$ cat src/rtl/irq_msg_concentrator.sv
module irq_msg_concentrator #(
  parameter int NLINES = 11,
  parameter int ADDR_W = 12,
  parameter int DATA_W = 32,
  parameter int MSG_DATA_BITS = 5,
  parameter logic [NLINES-1:0] IMPL_MASK = 11'h5FF,
  parameter logic [ADDR_W-1:0] OFF_TARGET = 12'h004,
  parameter logic [ADDR_W-1:0] OFF_REQ = 12'h00C,
  parameter logic [ADDR_W-1:0] OFF_MASK = 12'h018,
  parameter logic [ADDR_W-1:0] OFF_PEND = 12'h01C,
  parameter logic [ADDR_W-1:0] OFF_LEVEL = 12'h028
) (
  input  logic              clk,
  input  logic              rst_n,
  input  logic              reg_wr,
  input  logic              reg_rd,
  input  logic [ADDR_W-1:0] reg_addr,
  input  logic [DATA_W-1:0] reg_wdata,
  output logic [DATA_W-1:0] reg_rdata,
  input  logic [NLINES-1:0] irq_in,
  output logic              msg_valid,
  input  logic              msg_ready,
  output logic [DATA_W-1:0] msg_addr,
  output logic [DATA_W-1:0] msg_data
);
  localparam int PAD = DATA_W - NLINES;

  logic [NLINES-1:0] sync1, sync2, prev, mask_q, req_q, pend_q;
  logic [DATA_W-1:0] target_q, msg_word;

  wire [NLINES-1:0] chg     = sync2 ^ prev;
  wire [NLINES-1:0] req_set = chg & mask_q & IMPL_MASK;
  wire rd_req  = reg_rd && (reg_addr == OFF_REQ);
  wire rd_pend = reg_rd && (reg_addr == OFF_PEND);
  wire fire    = (|(req_set & ~req_q)) && (|target_q);

  always_ff @(posedge clk or negedge rst_n) begin
    if (!rst_n) begin
      sync1 <= '0; sync2 <= '0; prev <= '0;
      mask_q <= '0; req_q <= '0; pend_q <= '0;
      target_q <= '0; msg_word <= '0; msg_valid <= 1'b0;
    end else begin
      sync1 <= irq_in;
      sync2 <= sync1;
      prev  <= sync2;
      req_q  <= (rd_req  ? '0 : req_q)  | req_set;
      pend_q <= (rd_pend ? '0 : pend_q) | chg;
      if (reg_wr && reg_addr == OFF_MASK)   mask_q   <= reg_wdata[NLINES-1:0];
      if (reg_wr && reg_addr == OFF_TARGET) target_q <= reg_wdata;
      if (msg_valid) begin
        if (msg_ready) msg_valid <= 1'b0;
      end else if (fire) begin
        msg_valid <= 1'b1;
        msg_word  <= target_q;
      end
    end
  end

  always_comb begin
    reg_rdata = '0;
    if (reg_rd) begin
      case (reg_addr)
        OFF_TARGET: reg_rdata = target_q;
        OFF_REQ:    reg_rdata = {{PAD{1'b0}}, req_q};
        OFF_MASK:   reg_rdata = {{PAD{1'b0}}, mask_q};
        OFF_PEND:   reg_rdata = {{PAD{1'b0}}, pend_q};
        OFF_LEVEL:  reg_rdata = {{PAD{1'b0}}, sync2};
        default:    reg_rdata = '0;
      endcase
    end
  end

  assign msg_addr = {msg_word[DATA_W-1:MSG_DATA_BITS], {MSG_DATA_BITS{1'b0}}};
  assign msg_data = {{(DATA_W-MSG_DATA_BITS){1'b0}}, msg_word[MSG_DATA_BITS-1:0]};


  stall_hold_chk: assert property (@(posedge clk) disable iff (!rst_n)
    msg_valid && !msg_ready |=> msg_valid && $stable(msg_addr) && $stable(msg_data));

  unimpl_bit_chk: assert property (@(posedge clk) disable iff (!rst_n)
    rd_req |-> reg_rdata[9] == 1'b0);

  pend_clear_chk: assert property (@(posedge clk) disable iff (!rst_n)
    rd_pend |=> pend_q == $past(chg));

  req_clear_chk: assert property (@(posedge clk) disable iff (!rst_n)
    rd_req |=> req_q == $past(req_set));

  level_rd_chk: assert property (@(posedge clk) disable iff (!rst_n)
    reg_rd && reg_addr == OFF_LEVEL |=> pend_q == $past(pend_q | chg) && req_q == $past(req_q | req_set));

  zero_target_chk: assert property (@(posedge clk) disable iff (!rst_n)
    $rose(msg_valid) |-> (msg_addr != '0 || msg_data != '0));
endmodule

$ cat config.mk
export PLATFORM = sky130hd
export DESIGN_NAME = irq_msg_concentrator
export DESIGN_NICKNAME = d
export VERILOG_FILES = /design/src/rtl/irq_msg_concentrator.sv
export SDC_FILE = /design/constraint.sdc
export NUM_CORES = 1
export LEC_CHECK = 0
export ABC_AREA = 1
export BUFFER_PORTS_ARGS = -buffer_cell sky130_fd_sc_hd__buf_2
export CORE_ASPECT_RATIO = 2
export CORE_UTILIZATION = 40
export CTS_BUF_LIST = sky130_fd_sc_hd__clkbuf_4
export DETAILED_ROUTE_END_ITERATION = 12
export GPL_ROUTABILITY_DRIVEN = 0
export HOLD_SLACK_MARGIN = 0.06
export PLACE_DENSITY = 0.74
export SYNTH_ARGS = -nofsm -noshare
export SYNTH_HDL_FRONTEND = slang
export SYNTH_SLANG_ARGS = --single-unit
$ cat constraint.sdc
create_clock -name clk -period 1.3 [get_ports clk]
set_input_delay 0.13 -clock clk [delete_from_list [all_inputs] [get_ports clk]]
set_output_delay 0.13 -clock clk [all_outputs]
set_load 0.005 [all_outputs]
== Word-level counts from Yosys, hierarchy flattened ==
Index checks and enable logic that the tools add are counted.

* Bits in registers: 131
* Bits of input ports: 60
* Output and inout port bits: 97
* Logic and storage cells: 36

* Equality and inequality tests: 5
* Multiplexer cells: 7
* Bitwise operators: 7
* Reduce and logical (&&, ||, !) cells: 8

{| class="wikitable"
|+ Operator list
! cell !! count
|-
| $pmux 32 s5 || 1
|-
| $mux 32 || 1
|-
| $reduce_or 32->1 || 1
|-
| $eq 12x5->1 const B || 2
|-
| $and 11x11->11 || 2
|-
| $mux 11 || 2
|-
| $or 11x11->11 || 2
|-
| $eq 12x3->1 const B || 1
|-
| $eq 12x4->1 const B || 1
|-
| $eq 12x6->1 const B || 1
|-
| $not 11->11 || 1
|-
| $reduce_or 11->1 || 1
|-
| $xor 11x11->11 || 1
|-
| $logic_and 1x1->1 || 5
|-
| $mux 1 || 3
|-
| $reduce_and 2->1 || 1
|-
| $not 1->1 || 1
|}

== Depth between registers and ports, before layout ==
Gate-level depths: netlist of run 1.

* Word-level depth: 7
* Depth in mapped cells: 10
* Depth with buffers taken out: 9

== Worst setup path after synthesis of run 1 ==
No wires, ideal clock.

* Path type: register -> register
* Start point: reg sync2[10]
* End point: reg msg_valid
* Data arrival time: 1256 ps
* Setup slack: -82 ps
* Cell stages (with the launch flop): 9
* Path buffers: 1
* Period minus slack after synthesis: 1382 ps
* Cell sequence: dfrtp_1 or2_1 nand4_1 nand2_1 clkinv_1 nand3_2 nand2_2 buf_2 o21ai_1

* Longest elaborated chain between the ends: 7

{| class="wikitable"
|+ Ends and longest elaborated chain
! element !! RTL line !! source
|-
| start, declared || 28 || <nowiki>logic [NLINES-1:0] sync1, sync2, prev, mask_q, req_q, pend_q;</nowiki>
|-
| start signal, assigned || 44 || <nowiki>sync2 <= sync1;</nowiki>
|-
| $xor 11x11->11 || 31 || <nowiki>wire [NLINES-1:0] chg = sync2 ^ prev;</nowiki>
|-
| $and 11x11->11 || 32 || <nowiki>wire [NLINES-1:0] req_set = chg & mask_q & IMPL_MASK;</nowiki>
|-
| $and 11x11->11 || 35 || <nowiki>wire fire = (|(req_set & ~req_q)) && (|target_q);</nowiki>
|-
| $reduce_or 11->1 || 35 ||
|-
| $logic_and 1x1->1 || 35 ||
|-
| $mux 1 || 52 || <nowiki>end else if (fire) begin</nowiki>
|-
| $mux 1 || 50 || <nowiki>if (msg_valid) begin</nowiki>
|-
| end signal, assigned || 41 || <nowiki>target_q <= '0; msg_word <= '0; msg_valid <= 1'b0;</nowiki>
|-
| end signal, assigned || 51 || <nowiki>if (msg_ready) msg_valid <= 1'b0;</nowiki>
|-
| end signal, assigned || 53 || <nowiki>msg_valid <= 1'b1;</nowiki>
|-
| end, declared || 21 || <nowiki>output logic msg_valid,</nowiki>
|}

Every way passes these cells.
A chain may end at the register's enable or synchronous reset.

== Worst setup path in the final report of run 1 ==
* Start point: reg mask_q[4]
* End point: out reg_rdata[4]

* Longest elaborated chain between the ends: 2

{| class="wikitable"
|+ Ends and longest elaborated chain
! element !! RTL line !! source
|-
| start, declared || 28 ||
|-
| start signal, assigned || 48 || <nowiki>if (reg_wr && reg_addr == OFF_MASK) mask_q <= reg_wdata[NLINES-1:0];</nowiki>
|-
| $pmux 32 s5 || 62 || <nowiki>case (reg_addr)</nowiki>
|-
| $mux 32 || 61 || <nowiki>if (reg_rd) begin</nowiki>
|-
| end, declared || 19 || <nowiki>output logic [DATA_W-1:0] reg_rdata,</nowiki>
|}

Every way passes these cells.

==> results of run 1 <==
## sequential cells by signal, summed over array words and instances, names as in the netlist
register   flops
msg_word      32
target_q      32
mask_q        11
pend_q        11
prev          11
sync1         11
sync2         11
req_q         10
msg_valid      1
## worst reg2reg max path, stage by stage (launching register included)
cell,delay [ns]
dfrtp_1,0.41
buf_4,0.14
buf_4,0.12
nand4_1,0.08
nand2_1,0.07
nor2_2,0.16
nand3_4,0.13
buf_12,0.18
buf_12,0.15
nand3_1,0.06
nand2_1,0.05
## cell type report
class,count,area (um2),area share (%)
Clock inverter,13,139,1.43
Multi-Input combinational cell,470,2680,27.7
Inverter,77,297,3.06
Timing Repair Buffer,333,2930,30.2
Antenna cell,1,2.50,0.0259
Sequential cell,130,3250,33.6
Clock buffer,19,143,1.47
Tap cell,192,240,2.48
## worst paths after layout
kind                            cells after the start  startpoint           end
worst max-delay path                                6   mask_q[4]  reg_rdata[4]
worst min-delay path                                5      reg_rd      req_q[8]
worst max register to register                     10   mask_q[2]   msg_word[1]
worst min register to register                      0    sync1[9]      sync2[9]
max in group asynchronous                           4       rst_n       prev[1]
min in group asynchronous                           3       rst_n       prev[4]
## cell families (layout without fill, tap and decap cells)
family,count (synthesis),count (layout),synth area share [%]
simple gates,371,371,27.5
buf+inv,136,442,11.5
flops,130,130,55.0
compound gates,66,66,5.74
other cells,1,33,0.0634
xor+xnor,1,1,0.148
## stage by stage
step	area, um2	util, %	hold WS (ns)	TNS [ns]
5_1_grt	9680	67.1	0.169	-22.81
3_3_place_gp	7420	51.5	0.0536	-21.83
3_5_place_dp	7420	51.5	0.0640	-25.33
6_report	9680	67.1	0.225	-17.63
2_1_floorplan	6080	-	-0.166	-0.0934
4_1_cts	9280	64.3	0.177	-17.17
## metal layers
layer | global-route usage, % | wire length, um
met1 | 24.4 | 6420
met5 | 0 | 0
met3 | 4.23 | 681
met2 | 45.3 | 10500
met4 | 14.5 | 915
## cells in the final DEF (no fill, tap or decap), types with 2 or more instances in the layout
cell	netlist	routed
dfrtp_1	130	130
nor2_1	76	41
nand3_2	1	34
nand2_1	189	147
bufinv_16	0	2
nand3_4	0	4
buf_16	0	6
inv_4	0	3
buf_8	0	3
a21oi_1	20	20
buf_2	18	117
buf_12	0	22
nand4_1	21	21
clkbuf_4	0	19
o21ai_0	21	21
nand2_4	2	7
clkinv_1	1	2
nand3_1	57	20
conb_1	1	32
clkinv_2	0	2
clkinvlp_4	0	4
nand2_2	1	37
buf_6	1	44
clkinv_4	0	4
nor2_2	16	24
dlygate4sd3_1	0	47
inv_2	1	15
o21ai_1	22	21
or2_1	2	2
nor2_4	2	29
inv_1	75	58
buf_4	37	93
## repair_timing
| item | 4_1_cts | 5_1_grt |
|---|---|---|
| setup buffers | 50 | 19 |
| hold endpoints to repair | 185 | 0 |
| pin swaps | 86 | 64 |
| setup endpoints to repair | 65 | 66 |
| hold buffers | 47 | 0 |
| cloned | 8 | 1 |
| resized for setup | 145 | 93 |
## report_power, final
group          internal [W]  total, W  switching (W)
clock               0.00118   0.00272        0.00154
combinational      0.000301  0.000594       0.000293
sequential          0.00410   0.00414      0.0000394
==> impl_metrics.tcl, run 1 <==
set metrics [dict create \
    die_y_um 174 \
    postRouteWirelength_um 18500 \
    fin_worst_skew_ns 0.0207 \
    cp-start-kind "register" \
    coreArea_um2 14400 \
    die-area_um2 15300 \
    setup_slack_ns -0.337 \
    dr.first_iter.drc_count 264 \
    rsz0062_at_grt "true" \
    fin_nets 1089 \
    overflow 0 \
    final_cells 1235 \
    crit_required_ns 1.17 \
    worstSetupPathType "register to primary output" \
    endpoint_kind "primary output" \
    min_period_ns 1.64 \
    synth_edf_count 0 \
    rows 62 \
    synth.top_cells.by_count "189 x nand2_1, 130 x dfrtp_1, 76 x nor2_1" \
    grt_max_degree 37 \
    synth-warning-count 0 \
    cp_top_family "flip-flops" \
    dpl.cell_count 1085 \
    die_w_um 88.0 \
    synth_seq_area_share_pct 55.0 \
    drt_pass1_iterations 5 \
    critPathBufInv 2 \
    ir_worst_vdd_v 0.000949 \
    cts-buffers-inserted 17 \
    num-fill-cells 1117 \
    clk_latency_ns 0.52 \
    grt_pass1_vias 5915 \
    status "finished, violations left" \
    cts_tree "yes" \
    period_share_pct 126 \
    worstPathArrival_ns 1.51 \
    routedWlPerCell_um 15.0 \
    report.final.slew_viol_count 0 \
    yosys.area.top_type "dfrtp_1" \
    via_per_inst 4.79 \
    ys_top_cells_by_area "dfrtp_1 55%, nand2_1 12%, nand3_1 4.8%" \
    post-route-drc-count 0 \
    yosysMostFrequentCell "nand2_1" \
    synth_top_area_share_pct 55.0 \
    yosys.cell_types.count 30 \
    dp_hpwl_um 11400 \
    cts-root-buf "clkbuf_4" \
    start_util_pct 41.0 \
    drive_gt1_share_pct 45.6 \
    hold_class "primary input to register" \
    synth_cells 705 \
    grt_pass1_wl_um 28200 \
    ios 157 \
    vias 5912 \
    syn_area_um2 5910 \
    r2r_setup_slack_ns -0.33 \
    path_max_fanout 2 \
    area.growth.synth_to_final_pct 63.8 \
    clk_path_buf_depth 2 \
    synthFlopType "dfrtp_1" \
    antenna_found_initial 1 \
    h-tree-depth 4 \
    clkTransAtPathRegs_ns 0.12 \
    antenna_left 0 \
    cts.sinks 130 \
    powerDensity_nw_per_um2 771 \
    maxCapViolations 0 \
    slowest_delay_ns 0.41 \
    total_power_w 0.00746 \
    p_leak_nw 5.19 \
    synth.ff_latch_count 130 \
    setup_viol_count_final 65 \
    clock.fmax_mhz 611 \
    async_flop_share_pct 100 \
    portBuffers 124 \
    grt_usage_pct 24.5 \
    crit_chain "buf_6, nand4_1, nand3_1, nor2_1, nor2_2, buf_2" \
    violations "negative setup slack" \
    slowest_stage "dfrtp_1" \
    hold_violations 0 \
    synth_area_per_cell_um2 8.38 \
    dp_slack_ns -0.318 \
]
Power figures use the tool's default switching activity.
==> run 2: changes to the inputs <==
--- a/config.mk
+++ b/config.mk
@@ -8,12 +8,12 @@
 export ABC_AREA = 1
 export BUFFER_PORTS_ARGS = -buffer_cell sky130_fd_sc_hd__buf_2
 export CORE_ASPECT_RATIO = 2
-export CORE_UTILIZATION = 40
+export CORE_UTILIZATION = 23
 export CTS_BUF_LIST = sky130_fd_sc_hd__clkbuf_4
 export DETAILED_ROUTE_END_ITERATION = 12
 export GPL_ROUTABILITY_DRIVEN = 0
 export HOLD_SLACK_MARGIN = 0.06
-export PLACE_DENSITY = 0.74
+export PLACE_DENSITY = 0.51
 export SYNTH_ARGS = -nofsm -noshare
 export SYNTH_HDL_FRONTEND = slang
 export SYNTH_SLANG_ARGS = --single-unit
==> constraint.sdc (replaced) <==
create_clock -name clk -period 1.3 [get_ports clk]
set_input_delay 0.13 -clock clk [delete_from_list [all_inputs] [get_ports clk]]
set_output_delay 0.13 -clock clk [all_outputs]
set_load 0.1 [all_outputs]
==> impl_metrics.tcl, run 2 (synthesized netlist as in run 1, its figures left out) <==
set metrics [dict create \
    coreArea_um2 25100 \
    hold_violations 0 \
    drive_gt1_share_pct 45.9 \
    dpl.cell_count 1236 \
    powerDensity_nw_per_um2 774 \
    die_w_um 115 \
    layout_commonest_cell "nand2_1" \
    dp_hpwl_um 13700 \
    clk_path_buf_depth 2 \
    layout_common_cells "166 x nand2_1, 129 x dfrtp_1, 107 x buf_4" \
    total_power_w 0.00851 \
    worstSetupPathType "register to primary output" \
    wl_met1_um 6950 \
    overflow 0 \
    worstPathArrival_ns 1.67 \
    setup_slack_ns -0.505 \
    portBuffers 124 \
    area.growth.synth_to_final_pct 86.1 \
    fin_worst_skew_ns 0.0223 \
    p_leak_nw 5.40 \
    post-route-drc-count 0 \
    maxCapViolations 0 \
    grt_pass1_vias 5910 \
    endpoint_kind "primary output" \
    clock.fmax_mhz 554 \
    setup_viol_count_final 98 \
    report.final.slew_viol_count 0 \
    start_util_pct 23.5 \
    violations "negative setup slack" \
    status "finished, violations left" \
    cp-start-kind "register" \
    final_cells 1391 \
    path_max_fanout 2 \
    antenna_found_initial 2 \
    routedWlPerCell_um 14.2 \
    cts_tree "yes" \
    num-fill-cells 2380 \
    clk_latency_ns 0.61 \
    via_per_inst 4.12 \
    ir_worst_vdd_v 0.000686 \
    dp_slack_ns -0.413 \
    drt_pass1_iterations 4 \
    wl_met2_um 11700 \
    postRouteWirelength_um 19800 \
    dr.first_iter.drc_count 177 \
    grt_pass1_wl_um 30800 \
    reg_top3 "msg_word: 32 flops, target_q: 32 flops" \
    hold_class "primary input to register" \
    die_y_um 229 \
    rsz0062_at_grt "true" \
    regArea_um2 3260 \
    cts-root-buf "clkbuf_4" \
    antenna_left 0 \
    timing.hold.ws_ns 0.149 \
    utilization_pct 43.8 \
    fin_nets 1100 \
    ios 157 \
    h-tree-depth 4 \
    die-area_um2 26400 \
    route.met3.wl_um 509 \
    multiInputGateArea_um2 2730 \
    grt_max_degree 45 \
    cts-buffers-inserted 17 \
    routed.top_layer "met4" \
    vias 5730 \
    grt_usage_pct 15.9 \
    min_period_ns 1.80 \
    clkTransAtPathRegs_ns 0.13 \
    cts.sinks 130 \
    rows 82 \
    period_share_pct 139 \
    crit_required_ns 1.17 \
]
[run 2: changes by cell type in the layout (fill, tap and decap cells not counted), sizes merged]
cell,previous run,this run
buf,285,296
diode,1,2
clkinvlp,4,3
bufinv,2,5
inv,76,77
clkinv,8,6
clkbuf,20,19
[run 2: layer usage]
layer	up-vias	GRT usage, %
li1	2848	-
met1	2723	15.0
met2	130	31.3
met3	29	2.81
met4	0	8.36
met5	-	0
[run 2: what timing repair did]
action | CTS | global route
cloned | 5 | 1
hold buffers | 48 | 0
endpoints found under the hold margin | 185 | 0
setup buffers | 41 | 29
pin swaps | 78 | 33
resized for setup | 238 | 35
setup endpoints to repair | 98 | 98
[run 2: path summary, 6_finish.rpt]
path | depth (start not counted) | endpoint | start | slack (ns)
setup reg to reg | 11 | msg_word[24] | target_q[8] | -0.35
max in group asynchronous | 5 | msg_word[14] | rst_n | 0.40
hold / removal | 2 | sync1[1] | irq_in[1] | 0.15
hold reg to reg | 0 | sync2[2] | sync1[2] | 0.35
min in group asynchronous | 4 | target_q[30] | rst_n | 0.60
setup / recovery | 6 | reg_rdata[1] | mask_q[1] | -0.50
[run 2: stage by stage]
step                area (um2)  TNS, ns
global route             11000   -30.86
finish                   11000   -22.55
global placement          8470   -31.63
floorplan                 6400    -8.88
detailed placement        8470   -31.04
CTS                      10600   -28.35
[run 2: final cells by class]
type,count,share of cell area [%]
antenna,2,0.0455
multi-input combinational,470,24.8
tap,336,3.82
timing repair buffer,344,35.7
clock buffer,18,1.23
clock inverter,14,1.92
inverter,77,2.84
sequential,130,29.6
[run 2: power breakdown]
| group | switching [W] | leakage (nW) | total (W) | internal [W] |
|---|---|---|---|---|
| Combinational | 0.000691 | 3.70 | 0.000995 | 0.000304 |
| Clock | 0.00164 | 0.174 | 0.00337 | 0.00173 |
| Sequential | 0.0000366 | 1.52 | 0.00414 | 0.00411 |
[run 2: worst max-delay path, stage by stage (launching register included)]
cell and delay [ns]:
dfrtp_1 0.43, buf_6 0.13, nand4_1 0.07, nand3_1 0.08, nor2_2 0.13, nor2_4 0.06, buf_12 0.16
